===== src/rtl/zq_cal_sched.sv =====
module zq_cal_sched #(
  parameter int NB    = 8,
  parameter int IW    = 16,
  parameter int TINIT = 512,
  parameter int TOPER = 256,
  parameter int TCS   = 64
) (
  input  logic          clk,
  input  logic          rst_n,
  input  logic [NB-1:0] bank_open,
  input  logic          trp_met,
  input  logic          long_req,
  input  logic [IW-1:0] interval,
  output logic          zq_req,
  input  logic          zq_gnt,
  output logic [1:0]    cmd,
  output logic          busy
);
  localparam int CW = $clog2(TINIT + 1);
  localparam logic [1:0] C_NOP  = 2'd0;
  localparam logic [1:0] C_PREA = 2'd1;
  localparam logic [1:0] C_LONG = 2'd2;
  localparam logic [1:0] C_SHORT = 2'd3;

  logic          init_done, pend_long, pend_short;
  logic [CW-1:0] blk;
  logic [IW-1:0] ivl;

  wire busy_q   = blk != '0;
  wire due      = pend_long | pend_short;
  wire any_open = |bank_open;

  assign zq_req = due && !busy_q && (any_open || trp_met);

  wire [1:0] want   = any_open ? C_PREA : (pend_long ? C_LONG : C_SHORT);
  wire       fire   = zq_req && zq_gnt;
  wire       zq_go  = fire && !any_open;

  assign cmd  = fire ? want : C_NOP;
  assign busy = busy_q | zq_go;

  wire [CW-1:0] len = pend_long ? (init_done ? CW'(TOPER - 1) : CW'(TINIT - 1))
                                : CW'(TCS - 1);

  always_ff @(posedge clk) begin
    if (!rst_n) begin
      init_done  <= 1'b0;
      pend_long  <= 1'b1;
      pend_short <= 1'b0;
      blk        <= '0;
      ivl        <= '0;
    end else begin
      if (zq_go) begin
        blk        <= len;
        ivl        <= interval;
        pend_short <= 1'b0;
        if (pend_long) begin
          pend_long <= 1'b0;
          init_done <= 1'b1;
        end
      end else begin
        if (busy_q) blk <= blk - 1'b1;
        if (ivl != '0) ivl <= ivl - 1'b1;
        else if (init_done && !due) pend_short <= 1'b1;
      end
      if (long_req) pend_long <= 1'b1;
    end
  end
endmodule



===== config.mk =====
export PLATFORM = sky130hd
export DESIGN_NAME = zq_cal_sched
export DESIGN_NICKNAME = d
export VERILOG_FILES = /design/src/rtl/zq_cal_sched.sv
export SDC_FILE = /design/constraint.sdc
export NUM_CORES = 1
export LEC_CHECK = 0
export ABC_AREA = 0
export BUFFER_PORTS_ARGS = -buffer_cell sky130_fd_sc_hd__clkbuf_2
export CAP_MARGIN = 20
export CELL_PAD_IN_SITES_DETAIL_PLACEMENT = 0
export CELL_PAD_IN_SITES_GLOBAL_PLACEMENT = 1
export CORE_ASPECT_RATIO = 0.7
export CORE_MARGIN = 3
export CORE_UTILIZATION = 44
export CTS_BUF_LIST = sky130_fd_sc_hd__clkbuf_4 sky130_fd_sc_hd__clkbuf_8
export DETAILED_ROUTE_END_ITERATION = 16
export PLACE_DENSITY = 0.95
export SETUP_SLACK_MARGIN = 0.05
export SYNTH_ARGS = -nofsm -noshare
export SYNTH_HDL_FRONTEND = slang
export SYNTH_SLANG_ARGS = --single-unit

===== constraint.sdc =====
create_clock -name clk -period 3 [get_ports clk]
set_input_delay 0.45 -clock clk [delete_from_list [all_inputs] [get_ports clk]]
set_output_delay 0.45 -clock clk [all_outputs]
set_load 0.02 [all_outputs]

==> results.txt <==
I/O Pins: 33
CP endpoint kind: output port
Post-Syn Nets: 225
Post-CTS Resized: 0
Hold Path Class: input port to flop
via count: 1455
layout cells sized above 1: 21.9%
Slew @ Worst Pin: 0.562 ns
die width: 77.5 um
Worst EP required: 2.55 ns
Setup Skew: 0.0100 ns
Hold Fails Final Rpt: 0
Final GP Congestion: 0.837
Synth-to-Final Area Change: 19.9%
DRT Pass-1 Iters: 4
Crit Path Class: flop to output port
first-pass GRT wire length: 5770 um
Routed WL: 3610 um
Avg Vias per Cell: 5.29
core area: 0.00328 mm^2
WHS Path Cells: 3
setup TNS: 0 ns
Final Cycle Share: 83.5%
CP arrival: 2.06 ns
CTS buffer count: 5
predominant post-synthesis flop cell: dfxtp_1
filler cell count: 332
Clock Latency Late Sink: 0.29 ns
Post-Syn Instances: 193
register area: 581 um^2
maxcap violations: 0
vias in the first global route: 1192
total grt overflow: 0
static leakage: 0.000818 uW
Post-Syn Area per Cell: 8.16 um^2
final core occ: 57.6%
number of flops mapped to enable cells by yosys: 0
PwrDens: 1040 mW/mm^2
H-tree Lvls: 2
CTS root buf: clkbuf_8
Starting Density: 48.1%
postcts setup bufs: 0
Residual DRC: 0
Achievable Freq: 399 MHz
CP max FO: 13
number of I/O port buffers: 32
multi-input logic area: 907 um^2
post-synth cell types: 40
die area: 0.00434 mm^2
RSZ-0062 raised after global routing: no
Final Power: 1970 uW
HPWL Detailed: 2660 um
Placement Rows: 17
antenna viol nets, final: 0
initial drt markers: 85
largest net degree at the start of global routing: 30
Synth Cell Area: 0.00157 mm^2
Register-to-Register Path Depth: 7
Period minus WS final: 2.51 ns
Peak VDD IR: 525 uV
Setup Viol. Count Final: 0
diode count: 0
All-Layer GR Usage: 17.3%
R2R Setup Slk: 0.86 ns
YS warnings: 0
Critical Path Source Type: flop
mean routed wirelength per cell: 13.1 um
Post-layout nets: 259
part of the Yosys area used for sequential elements: 36.9%
Seq cells post-synth: 29
hold_buf cts: 0
Worst slew margin: 62.2%
status: complete, no violations
TritonCTS clock tree: done
Max Root-Sink Buffers: 2
fraction of registers with async set/reset: 0%
initial antenna violation count: 0
die height: 56.0 um
fin. max-slew vios: 0
Worst-path clk slew: 0.07 ns
CTS Sinks: 29
final timing paths:
| path | startpoint | to |
|---|---|---|
| worst max-delay path | blk[0] | cmd[0] |
| worst min-delay path | long_req | pend_long |
| worst max register to register | blk[0] | ivl[9] |
| worst min register to register | pend_short | pend_short |
per-layer routing:
layer	track usage, %	wire, um	vias up
met1	26.4	1950	649
met3	5.34	270	8
met4	10.7	89	0
met5	0	0	-
met2	20.0	1300	43
li1	-	-	755
flip-flops by register name (all words and copies together) (netlist names):
| register | count |
|---|---|
| init_done | 1 |
| blk | 10 |
| pend_short | 1 |
| pend_long | 1 |
| ivl | 16 |
critical path, cell delays in order (launching register included):
cell and delay [ns]:
dfxtp_1 0.34, inv_1 0.10, ha_1 0.19, nor3b_1 0.24, nand3_1 0.16, buf_4 0.23
nor4_1 0.28, clkbuf_2 0.22
cell usage after synthesis (2+ instances only):
master / count / area share (%)
dfxtp_1: 29 / 37
xor2_1: 2 / 1.1
clkbuf_1: 5 / 1.2
nor3b_1: 2 / 0.95
or3_1: 4 / 1.6
nor3_1: 9 / 2.9
nor2_1: 17 / 4.1
a31oi_1: 2 / 0.79
nand2_1: 22 / 5.2
a21boi_0: 3 / 1.4
o21a_1: 3 / 1.4
xnor2_1: 11 / 6.1
o211a_1: 3 / 1.9
buf_6: 2 / 1.4
o21ai_0: 10 / 3.2
and2_1: 2 / 0.79
inv_1: 9 / 2.1
o31ai_1: 3 / 1.4
a21oi_1: 9 / 2.9
o311a_1: 2 / 1.3
and3_1: 2 / 0.79
o22ai_1: 7 / 2.8
nor2b_1: 2 / 0.79
or4_4: 2 / 1.4
o211ai_1: 2 / 0.95
mux2i_1: 3 / 1.9
nor4_1: 6 / 2.4
ha_1: 3 / 2.4
nand3_1: 6 / 1.9
layout by cell type, fill, tap and decap left out, types with 4 or more instances in the layout:
| cell type | netlist | routed |
|---|---|---|
| clkbuf_2 | 0 | 32 |
| or3_1 | 4 | 4 |
| xnor2_1 | 11 | 11 |
| o22ai_1 | 7 | 7 |
| nand2_1 | 22 | 22 |
| o21ai_0 | 10 | 10 |
| a21oi_1 | 9 | 9 |
| nor4_1 | 6 | 6 |
| nand3_1 | 6 | 6 |
| nor3_1 | 9 | 9 |
| nor2_1 | 17 | 17 |
| dfxtp_1 | 29 | 29 |
| clkbuf_8 | 0 | 6 |
| inv_1 | 9 | 9 |
logic make-up (layout without fill, tap and decap cells):
family / Yosys count / count (layout) / synth area share, %
AND/OR/NAND/NOR: 81 / 81 / 26.9
AO/OA/AOI/OAI: 45 / 45 / 18.5
flip-flops: 29 / 29 / 36.9
buffers and inverters: 18 / 53 / 5.48
XOR/XNOR: 13 / 13 / 7.23
multiplexers: 4 / 4 / 2.62
adder cells (fa/ha/maj): 3 / 3 / 2.38
stage by stage:
| stage | std cells | hold slack [ns] | setup WS (ns) | instance area (um^2) |
|---|---|---|---|---|
| global route | 275 | 0.385 | 0.315 | 1890 |
| global placement | 267 | 0.455 | 0.555 | 1770 |
| detailed placement | 267 | 0.472 | 0.528 | 1770 |
| CTS | 275 | 0.352 | 0.493 | 1890 |
| floorplan | 193 | 0.437 | 0.606 | 1570 |
| finish | 275 | 0.358 | 0.494 | 1890 |
report_power, final:
part | total, uW | internal [uW] | switching, uW
Combinational | 927 | 428 | 500
Sequential | 609 | 503 | 106
Clock | 434 | 270 | 164
area by class of cell:
class / instances / area share [%]
multi-input combinational: 146 / 48.1
inverter: 10 / 1.99
clock inverter: 2 / 1.99
tap: 47 / 3.12
clock buffer: 6 / 4.38
sequential: 29 / 30.8
timing repair buffer: 35 / 9.68
(Power assumes the default switching activity.)
